--- config.mk ---
export PLATFORM = sky130hd
export DESIGN_NAME = hb_gate_sequencer
export DESIGN_NICKNAME = d
export VERILOG_FILES = /design/src/rtl/hb_pkg.sv /design/src/rtl/hb_sync.sv /design/src/rtl/hb_pulse_filter.sv /design/src/rtl/hb_handover.sv /design/src/rtl/hb_gate_sequencer.sv
export SDC_FILE = /design/constraint.sdc
export NUM_CORES = 1
export LEC_CHECK = 0
export ABC_AREA = 1
export CAP_MARGIN = 25
export CORE_MARGIN = 1
export CORE_UTILIZATION = 45
export DETAILED_ROUTE_END_ITERATION = 6
export SYNTH_ARGS = -nofsm -noshare
export SYNTH_HDL_FRONTEND = slang
export SYNTH_HIERARCHICAL = 1
export SYNTH_SLANG_ARGS = --single-unit
--- constraint.sdc ---
create_clock -name clk -period 1.6 [get_ports clk]
set_clock_uncertainty 0.05 [all_clocks]
set_input_delay 0.24 -clock clk [delete_from_list [all_inputs] [get_ports clk]]
set_output_delay 0.24 -clock clk [all_outputs]
set_load 0.005 [all_outputs]
--- src/rtl/hb_pkg.sv ---
package hb_pkg;

    typedef enum logic {
        SW_IGBT   = 1'b0,
        SW_MOSFET = 1'b1
    } sw_kind_e;

    typedef struct packed {
        logic hi;
        logic lo;
    } hb_pair_t;

    function automatic int unsigned pick_filt(sw_kind_e kind, bit upper,
                                              int unsigned f_igbt,
                                              int unsigned f_mos_hi,
                                              int unsigned f_mos_lo);
        if (kind == SW_IGBT) return f_igbt;
        return upper ? f_mos_hi : f_mos_lo;
    endfunction

    function automatic int unsigned pick_dead(sw_kind_e kind,
                                              int unsigned d_igbt,
                                              int unsigned d_mos);
        return (kind == SW_IGBT) ? d_igbt : d_mos;
    endfunction

endpackage

--- src/rtl/hb_sync.sv ---
module hb_sync #(
    parameter int unsigned WIDTH  = 3,
    parameter int unsigned STAGES = 2
) (
    input  logic             clk,
    input  logic             rst,
    input  logic [WIDTH-1:0] d_async,
    output logic [WIDTH-1:0] q_sync
);
    logic [WIDTH-1:0] chain [STAGES];

    genvar s;
    generate
        for (s = 0; s < STAGES; s++) begin : g_stage
            if (s == 0) begin : g_first
                always_ff @(posedge clk) begin
                    if (rst) chain[0] <= '0;
                    else     chain[0] <= d_async;
                end
            end else begin : g_next
                always_ff @(posedge clk) begin
                    if (rst) chain[s] <= '0;
                    else     chain[s] <= chain[s-1];
                end
            end
        end
    endgenerate

    assign q_sync = chain[STAGES-1];
endmodule

--- src/rtl/hb_pulse_filter.sv ---
module hb_pulse_filter #(
    parameter int unsigned LEN = 19
) (
    input  logic clk,
    input  logic rst,
    input  logic din,
    output logic dout
);
    localparam int unsigned CW = $clog2(LEN + 1);
    localparam logic [CW-1:0] LAST = CW'(LEN - 1);

    logic [CW-1:0] run;

    // The output takes the new level once LEN consecutive samples agree.
    always_ff @(posedge clk) begin
        if (rst) begin
            dout <= 1'b0;
            run  <= '0;
        end else if (din == dout) begin
            run <= '0;
        end else if (run == LAST) begin
            dout <= din;
            run  <= '0;
        end else begin
            run <= run + 1'b1;
        end
    end
endmodule

--- src/rtl/hb_handover.sv ---
module hb_handover
    import hb_pkg::*;
#(
    parameter int unsigned DEAD = 38
) (
    input  logic     clk,
    input  logic     rst,
    input  hb_pair_t cmd,
    input  logic     drive_ok,
    input  logic     uv_high,
    input  logic     uv_low,
    output hb_pair_t gate
);
    localparam int unsigned DW = $clog2(DEAD + 1);
    localparam logic [DW-1:0] DLOAD = DW'(DEAD - 1);

    logic [DW-1:0] dead_left;
    logic          hi_armed;
    logic          hin_prev;
    logic          hi_rise;
    logic          dead_done;
    logic          all_ok;
    hb_pair_t      want;
    hb_pair_t      nxt;

    assign hi_rise   = cmd.hi & ~hin_prev;
    assign dead_done = (dead_left == '0);
    assign all_ok    = drive_ok & ~uv_low;

    always_comb begin
        want.hi = cmd.hi & ~cmd.lo & all_ok & ~uv_high & (hi_armed | hi_rise);
        want.lo = cmd.lo & ~cmd.hi & all_ok;
        nxt.hi  = want.hi & ~gate.lo & dead_done;
        nxt.lo  = want.lo & ~gate.hi & dead_done;
    end

    always_ff @(posedge clk) begin
        if (rst) begin
            gate      <= '0;
            dead_left <= '0;
            hi_armed  <= 1'b0;
            hin_prev  <= 1'b0;
        end else begin
            gate     <= nxt;
            hin_prev <= cmd.hi;
            hi_armed <= uv_high ? 1'b0 : (hi_armed | hi_rise);
            if ((gate.hi & ~nxt.hi) | (gate.lo & ~nxt.lo))
                dead_left <= DLOAD;
            else if (!dead_done)
                dead_left <= dead_left - 1'b1;
        end
    end
endmodule

--- src/rtl/hb_gate_sequencer.sv ---
module hb_gate_sequencer
    import hb_pkg::*;
#(
    parameter sw_kind_e    KIND        = SW_IGBT,
    parameter int unsigned FILT_IGBT   = 19,
    parameter int unsigned FILT_MOS_HI = 10,
    parameter int unsigned FILT_MOS_LO = 15,
    parameter int unsigned DEAD_IGBT   = 38,
    parameter int unsigned DEAD_MOS    = 8
) (
    input  logic clk,
    input  logic rst,
    input  logic hin_raw,
    input  logic lin_raw,
    input  logic en_raw,
    input  logic fault_stop,
    input  logic uv_high,
    input  logic uv_low,
    output logic gate_hi,
    output logic gate_lo
);
    localparam int unsigned FILT_HI  = pick_filt(KIND, 1'b1, FILT_IGBT, FILT_MOS_HI, FILT_MOS_LO);
    localparam int unsigned FILT_LO  = pick_filt(KIND, 1'b0, FILT_IGBT, FILT_MOS_HI, FILT_MOS_LO);
    localparam int unsigned DEAD_CYC = pick_dead(KIND, DEAD_IGBT, DEAD_MOS);

    logic [2:0] synced;
    hb_pair_t   filt;
    hb_pair_t   gate;

    hb_sync #(.WIDTH(3), .STAGES(2)) u_sync (
        .clk     (clk),
        .rst     (rst),
        .d_async ({en_raw, hin_raw, lin_raw}),
        .q_sync  (synced)
    );

    hb_pulse_filter #(.LEN(FILT_HI)) u_filt_hi (
        .clk  (clk),
        .rst  (rst),
        .din  (synced[1]),
        .dout (filt.hi)
    );

    hb_pulse_filter #(.LEN(FILT_LO)) u_filt_lo (
        .clk  (clk),
        .rst  (rst),
        .din  (synced[0]),
        .dout (filt.lo)
    );

    hb_handover #(.DEAD(DEAD_CYC)) u_hand (
        .clk      (clk),
        .rst      (rst),
        .cmd      (filt),
        .drive_ok (synced[2] & ~fault_stop),
        .uv_high  (uv_high),
        .uv_low   (uv_low),
        .gate     (gate)
    );

    assign gate_hi = gate.hi;
    assign gate_lo = gate.lo;
endmodule

==> results of run 1 <==
## worst max path at each step
stage                     cells past startpoint  slack, ns                              from                                to
after floorplan                               9       0.33  u_hand/dead_left[0]$_SDFFE_PP0P_  u_hand/dead_left[2]$_SDFFE_PP0P_
after global placement                        9       0.15                        fault_stop  u_hand/dead_left[0]$_SDFFE_PP0P_
after detailed placement                      9       0.12                        fault_stop  u_hand/dead_left[0]$_SDFFE_PP0P_
after CTS                                     1       0.06         u_hand/gate[1]$_SDFF_PP0_                           gate_hi
after global routing                          9       0.01  u_hand/dead_left[0]$_SDFFE_PP0P_  u_hand/dead_left[2]$_SDFFE_PP0P_
final                                         1       0.09         u_hand/gate[1]$_SDFF_PP0_                           gate_hi
## state kept, by name, summed over array words and instances (netlist names)
register / cells
u_hand/hi_armed: 1
u_hand/gate: 2
u_filt_hi/dout: 1
u_hand/hin_prev: 1
u_sync/chain: 6
u_hand/dead_left: 6
u_filt_hi/run: 5
u_filt_lo/dout: 1
u_filt_lo/run: 5
## metal layers
metal | global-route usage [%] | vias up | share of wire, %
met5 | 0 | - | 0
met4 | 7.32 | 0 | 0.84
met3 | 2.76 | 2 | 2.1
met2 | 27.9 | 9 | 49
met1 | 20.0 | 474 | 48
li1 | - | 583 | -
## logic make-up after synthesis
family	after synthesis	synth area share (%)
AND/OR/NAND/NOR	102	36.9
buffers and inverters	38	10.7
flip-flops	28	42.2
adder cells (fa/ha/maj)	6	5.65
AO/OA/AOI/OAI	5	1.88
XOR/XNOR	4	2.64
## area by class of cell
cell class / count / area share [%]
Clock buffer: 3 / 1.51
Multi-Input combinational cell: 117 / 41.8
Tap cell: 31 / 2.59
Inverter: 38 / 9.54
Timing Repair Buffer: 11 / 7.03
Sequential cell: 28 / 37.5
## per-stage QoR
| step | util, % | setup WS [ns] | cell area (um2) | instances |
|---|---|---|---|---|
| floorplan | - | 0.332 | 1330 | 183 |
| global placement | 52.9 | 0.152 | 1470 | 225 |
| detailed placement | 52.9 | 0.121 | 1470 | 225 |
| CTS | 53.8 | 0.0584 | 1500 | 228 |
| global route | 53.8 | 0.00981 | 1500 | 228 |
| finish | 53.8 | 0.0865 | 1500 | 228 |
## cell usage after synthesis
cell type,count
inv_2,1
nor2_1,32
ha_1,6
nand2_2,5
nor2_4,3
nand4_1,6
nand3_2,4
o21ai_0,2
nor3_1,3
xor2_1,1
a21oi_1,3
xnor2_1,3
nand3_1,13
inv_1,37
dfxtp_1,28
nor2_2,5
nand2_1,31
## placed cells by master (no fill, tap or decap)
| master | Yosys | layout |
|---|---|---|
| buf_4 | 0 | 2 |
| nand4_1 | 6 | 6 |
| xor2_1 | 1 | 1 |
| nand3_2 | 4 | 4 |
| nand2_1 | 31 | 31 |
| xnor2_1 | 3 | 3 |
| inv_2 | 1 | 1 |
| nor3_1 | 3 | 3 |
| inv_1 | 37 | 37 |
| nor2_4 | 3 | 3 |
| ha_1 | 6 | 6 |
| nor2_2 | 5 | 5 |
| a21oi_1 | 3 | 3 |
| nand2_2 | 5 | 5 |
| clkbuf_4 | 0 | 3 |
| o21ai_0 | 2 | 2 |
| clkdlybuf4s50_1 | 0 | 9 |
| nand3_1 | 13 | 13 |
| nor2_1 | 32 | 32 |
| dfxtp_1 | 28 | 28 |
## power by group
| part | switching, uW | internal [uW] |
|---|---|---|
| Combinational | 326 | 218 |
| Sequential | 49.2 | 759 |
| Clock | 186 | 88.0 |
| Total | 561 | 1070 |
==> results.yml, run 1 <==
cells_and_area:
  register_area_um2: 561
  drive_gt1_share_pct: 11.7
  area_delta_synth_final_pct: 12.5
  fin_nets: 213
  n_antenna_cell: 0
  multi_input_area_um2: 626
  fill_cells: 269
route:
  firstDrtPassIters: 4
  vias: 1068
  wl_per_cell_um: 9.39
  final_antenna_net_count: 0
  drtIter0Drc: 30
  vias_per_cell: 4.68
  drc: 0
  routed_wl_mm: 2.14
floorplan:
  num_rows: 19
  core_area_um2: 2780
  start_util_pct: 47.8
  die_area_um2: 3170
  fp.dieH_um: 56.3
  fp.dieW_um: 56.3
  io_pins: 10
min_path:
  hp-class: "reg -> reg"
  holdPathEnd: "u_sync/chain[1][2]$_SDFF_PP0_"
  min_path_cells: 2
  min-delay-start: "u_sync/chain[0][2]$_SDFF_PP0_"
clocking:
  cts_tree: "yes"
  post_cts_resized: 0
  cts_buffer_depth: 2
  clkSinkCount: 28
  post_cts_buffers: 0
  cts_buffers: 3
  h-tree-depth: 1
  clkLatencyLatePin_ns: 0.31
  clk_pin_slew_ns: 0.13
  cts_hold_buf: 0
  ctsRootBufferMaster: "clkbuf_4"
run_status:
  status: "finished, final reports clean"
synthesis:
  synthDominantCellAreaShare_pct: 42.2
  syn_avg_cell_area_um2: 7.26
  ys_ff_latch: 28
  synth.largest_area_cell: "dfxtp_1"
  syn_area_um2: 1330
  ys_types: 17
  syn_nets: 197
  synth_seq_area_share_pct: 42.2
  yosysWarnings: 6
  synthCells: 183
  synth_area_leaders: "dfxtp_1 (42%), inv_1 (10%), nor2_1 (9.0%)"
sta:
  setup_viol: 0
  rsz0062_at_grt: "no"
  finalSetupTns_ns: 0
  fmax_mhz: 661
  hold_ws_ns: 0.365
  slew_headroom_pct: 82.6
  period_share_pct: 94.6
  drv_slew: 0
  hold_violations: 0
  timing.final.crit_period_ns: 1.51
  worst_slew_pin_slew_ns: 0.260
worst_setup_path:
  reg2reg_depth: 9
  path_class: "reg -> out"
  cp_slowest_stage_delay_ns: 0.52
  startpoint_type: "register"
  reg2reg_to: "u_hand/dead_left[0]$_SDFFE_PP0P_"
  slowest_stage: "clkdlybuf4s50_1"
  path_cells: "clkdlybuf4s50_1"
  cp-end-kind: "output pin"
  arrival_ns: 1.22
  cp_data_required_time_ns: 1.31
  worst_path_dominant_cell_family: "buffers and inverters"
  critical_path.reg2reg.startpoint: "u_hand/dead_left[0]$_SDFFE_PP0P_"
  critical_path_buf_inv_count: 1
  rrSetupSlack_ns: 0.16
  crit_fanout: 3
grt:
  overflow: 0
  grt_pass1_wl_mm: 4.08
  antenna_found_initial: 0
  grt_pass1_vias: 1016
  grt_use_total_pct: 16.3
  grt_max_degree: 15
power_and_ir_drop:
  cellLeakagePower_uw: 0.000682
  total_power_uw: 1630
  vdd_ir_drop_max_uv: 766
  power_density_nw_per_um2: 1090
placement:
  io_buffer_count: 9
  dp_hpwl_mm: 1.67
  gp_routability_congestion: 0.736
job:
  drv_cap: 0
(Power assumes the default switching activity.)
==> run 2, diff against run 1 <==
--- a/config.mk
+++ b/config.mk
@@ -8,3 +8,2 @@
 export ABC_AREA = 1
-export CAP_MARGIN = 25
 export CORE_MARGIN = 1
--- a/constraint.sdc
+++ b/constraint.sdc
@@ -4,2 +4,2 @@
 set_output_delay 0.24 -clock clk [all_outputs]
-set_load 0.005 [all_outputs]
+set_load 0.1 [all_outputs]
==> run 2 against run 1 <==
Net effect:
- maximum frequency increased by 7.5%
- largest power group unchanged
- power increased by 4.6%
- critical path depth is 8 higher
- non-clock buffer count stayed put
- largest cell class unchanged
- setup slack improved by 0.11 ns
==> results.yml, run 2 (synthesis results as in run 1) <==
worst_setup_path:
  path_class: "reg -> reg"
  slowest_stage: "dfxtp_1"
  path_cells: "inv_2 -> ha_1 -> nand2_2 -> nor2_4 -> nand3_1 -> nand2_2 -> nand3_1 -> nand2_1 -> inv_1"
  worst_path_dominant_cell_family: "simple AND/OR/NAND/NOR gates"
  cp-end-kind: "register"
  cp_data_required_time_ns: 1.79
  arrival_ns: 1.60
  critical_path_buf_inv_count: 2
  cp_slowest_stage_delay_ns: 0.35
  startpoint_type: "register"
  crit_fanout: 6
sta:
  setup_viol: 0
  drv_slew: 0
  period_share_pct: 88.0
  timing.final.crit_period_ns: 1.41
  finalSetupTns_ns: 0
  slew_headroom_pct: 82.6
  hold_violations: 0
  rsz0062_at_grt: "no"
  fmax_mhz: 710
  worst_slew_pin_slew_ns: 0.261
route:
  vias: 1068
  firstDrtPassIters: 4
  drc: 0
  wl_per_cell_um: 9.42
  vias_per_cell: 4.66
  drtIter0Drc: 43
  final_antenna_net_count: 0
  routed_wl_mm: 2.16
cells_and_area:
  reg_top3: "u_hand/dead_left: 6 flops, u_sync/chain: 6 flops"
  fill_cells: 273
  area_delta_synth_final_pct: 15.2
  drive_gt1_share_pct: 14.1
  fin_nets: 213
  fin_area_um2: 1530
  final_cell_mix: "inv_1 (36), nor2_1 (32), nand2_1 (31), dfxtp_1 (27), nand3_1 (13)"
  n_antenna_cell: 0
  layout_commonest_cell: "inv_1"
  fin_cells: 229
clocking:
  ctsRootBufferMaster: "clkbuf_4"
  cts_hold_buf: 0
  h-tree-depth: 1
  cts_buffers: 3
  cts_tree: "yes"
  cts_buffer_depth: 2
  clkSinkCount: 28
  clk_pin_slew_ns: 0.15
  clkLatencyLatePin_ns: 0.32
placement:
  gp_routability_congestion: 0.747
  placed_area_um2: 1490
  place_inst: 225
  io_buffer_count: 9
  dp_hpwl_mm: 1.66
power_and_ir_drop:
  total_power_uw: 1700
  power_frac_clock_pct: 19.9
  vdd_ir_drop_max_uv: 779
  power_density_nw_per_um2: 1110
  p_int_uw: 1120
  p_sw_uw: 581
  switching_share_pct: 34.2
  combPwrFrac_pct: 32.6
  cellLeakagePower_uw: 0.000699
  power_frac_seq_pct: 47.5
run_status:
  status: "finished, final reports clean"
floorplan:
  core_area_um2: 2780
  start_util_pct: 47.8
  fp.dieH_um: 56.3
  die_area_um2: 3170
  io_pins: 10
  fp.dieW_um: 56.3
  num_rows: 19
grt:
  grt_pass1_vias: 962
  grt_use_total_pct: 15.8
  antenna_found_initial: 0
  grt_max_degree: 16
  grt_pass1_wl_mm: 3.93
  overflow: 0
job:
  drv_cap: 0
min_path:
  hp-class: "reg -> reg"
==> run 2: what timing repair did <==
action / CTS / global route
resized for setup: 0 / 1
setup endpoints to repair: 0 / 5
buffers inserted: 0 / 0
==> run 2: metal layers <==
metal	vias up	GRT usage, %	part of all wire, %
met2	7	26.9	49
li1	585	-	-
met1	474	19.8	48
met4	0	7.32	0.83
met5	-	0	0
met3	2	2.30	2.3
==> run 2: path summary, 6_finish.rpt <==
check,from,endpoint,slack (ns),depth (start not counted)
setup reg to reg,u_hand/dead_left[0]$_SDFFE_PP0P_,u_hand/dead_left[5]$_SDFFE_PP0P_,0.19,9
setup / recovery,u_hand/dead_left[0]$_SDFFE_PP0P_,u_hand/dead_left[5]$_SDFFE_PP0P_,0.19,9
hold / removal,u_sync/chain[0][0]$_SDFF_PP0_,u_sync/chain[1][0]$_SDFF_PP0_,0.36,2
hold reg to reg,u_sync/chain[0][0]$_SDFF_PP0_,u_sync/chain[1][0]$_SDFF_PP0_,0.36,2
==> run 2: area by class of cell <==
cell class	count	area, um2	share of cell area (%)
Inverter	38	143	9.32
Sequential cell	28	562	36.7
Clock buffer	4	36.3	2.37
Tap cell	31	38.8	2.53
Multi-Input combinational cell	117	626	40.9
Timing Repair Buffer	11	125	8.18
==> run 2: metrics by stage <==
stage / hold slack (ns) / setup WS [ns] / util [%]
floorplan: 0.255 / 0.00405 / -
global route: 0.360 / 0.00696 / 55.0
finish: 0.360 / 0.192 / 55.0
global placement: 0.340 / 0.150 / 53.7
CTS: 0.348 / 0.143 / 55.0
detailed placement: 0.348 / 0.118 / 53.7
==> run 2: worst reg2reg max path: stages (launching register included) <==
cell and delay (ns):
dfxtp_1 0.35, inv_2 0.09, ha_1 0.20, nand2_2 0.08, nor2_4 0.16, nand3_1 0.12, nand2_2 0.11, nand3_1 0.07
nand2_1 0.07, inv_1 0.04
==> run 2: power groups by stage <==
stage / Clock (uW) / Sequential (uW) / Combinational [uW]
6_report: 338 / 808 / 555
2_1_floorplan: 0 / 813 / 431
3_5_place_dp: 0 / 821 / 553
5_1_grt: 381 / 817 / 658
4_1_cts: 360 / 806 / 556
3_3_place_gp: 0 / 821 / 525
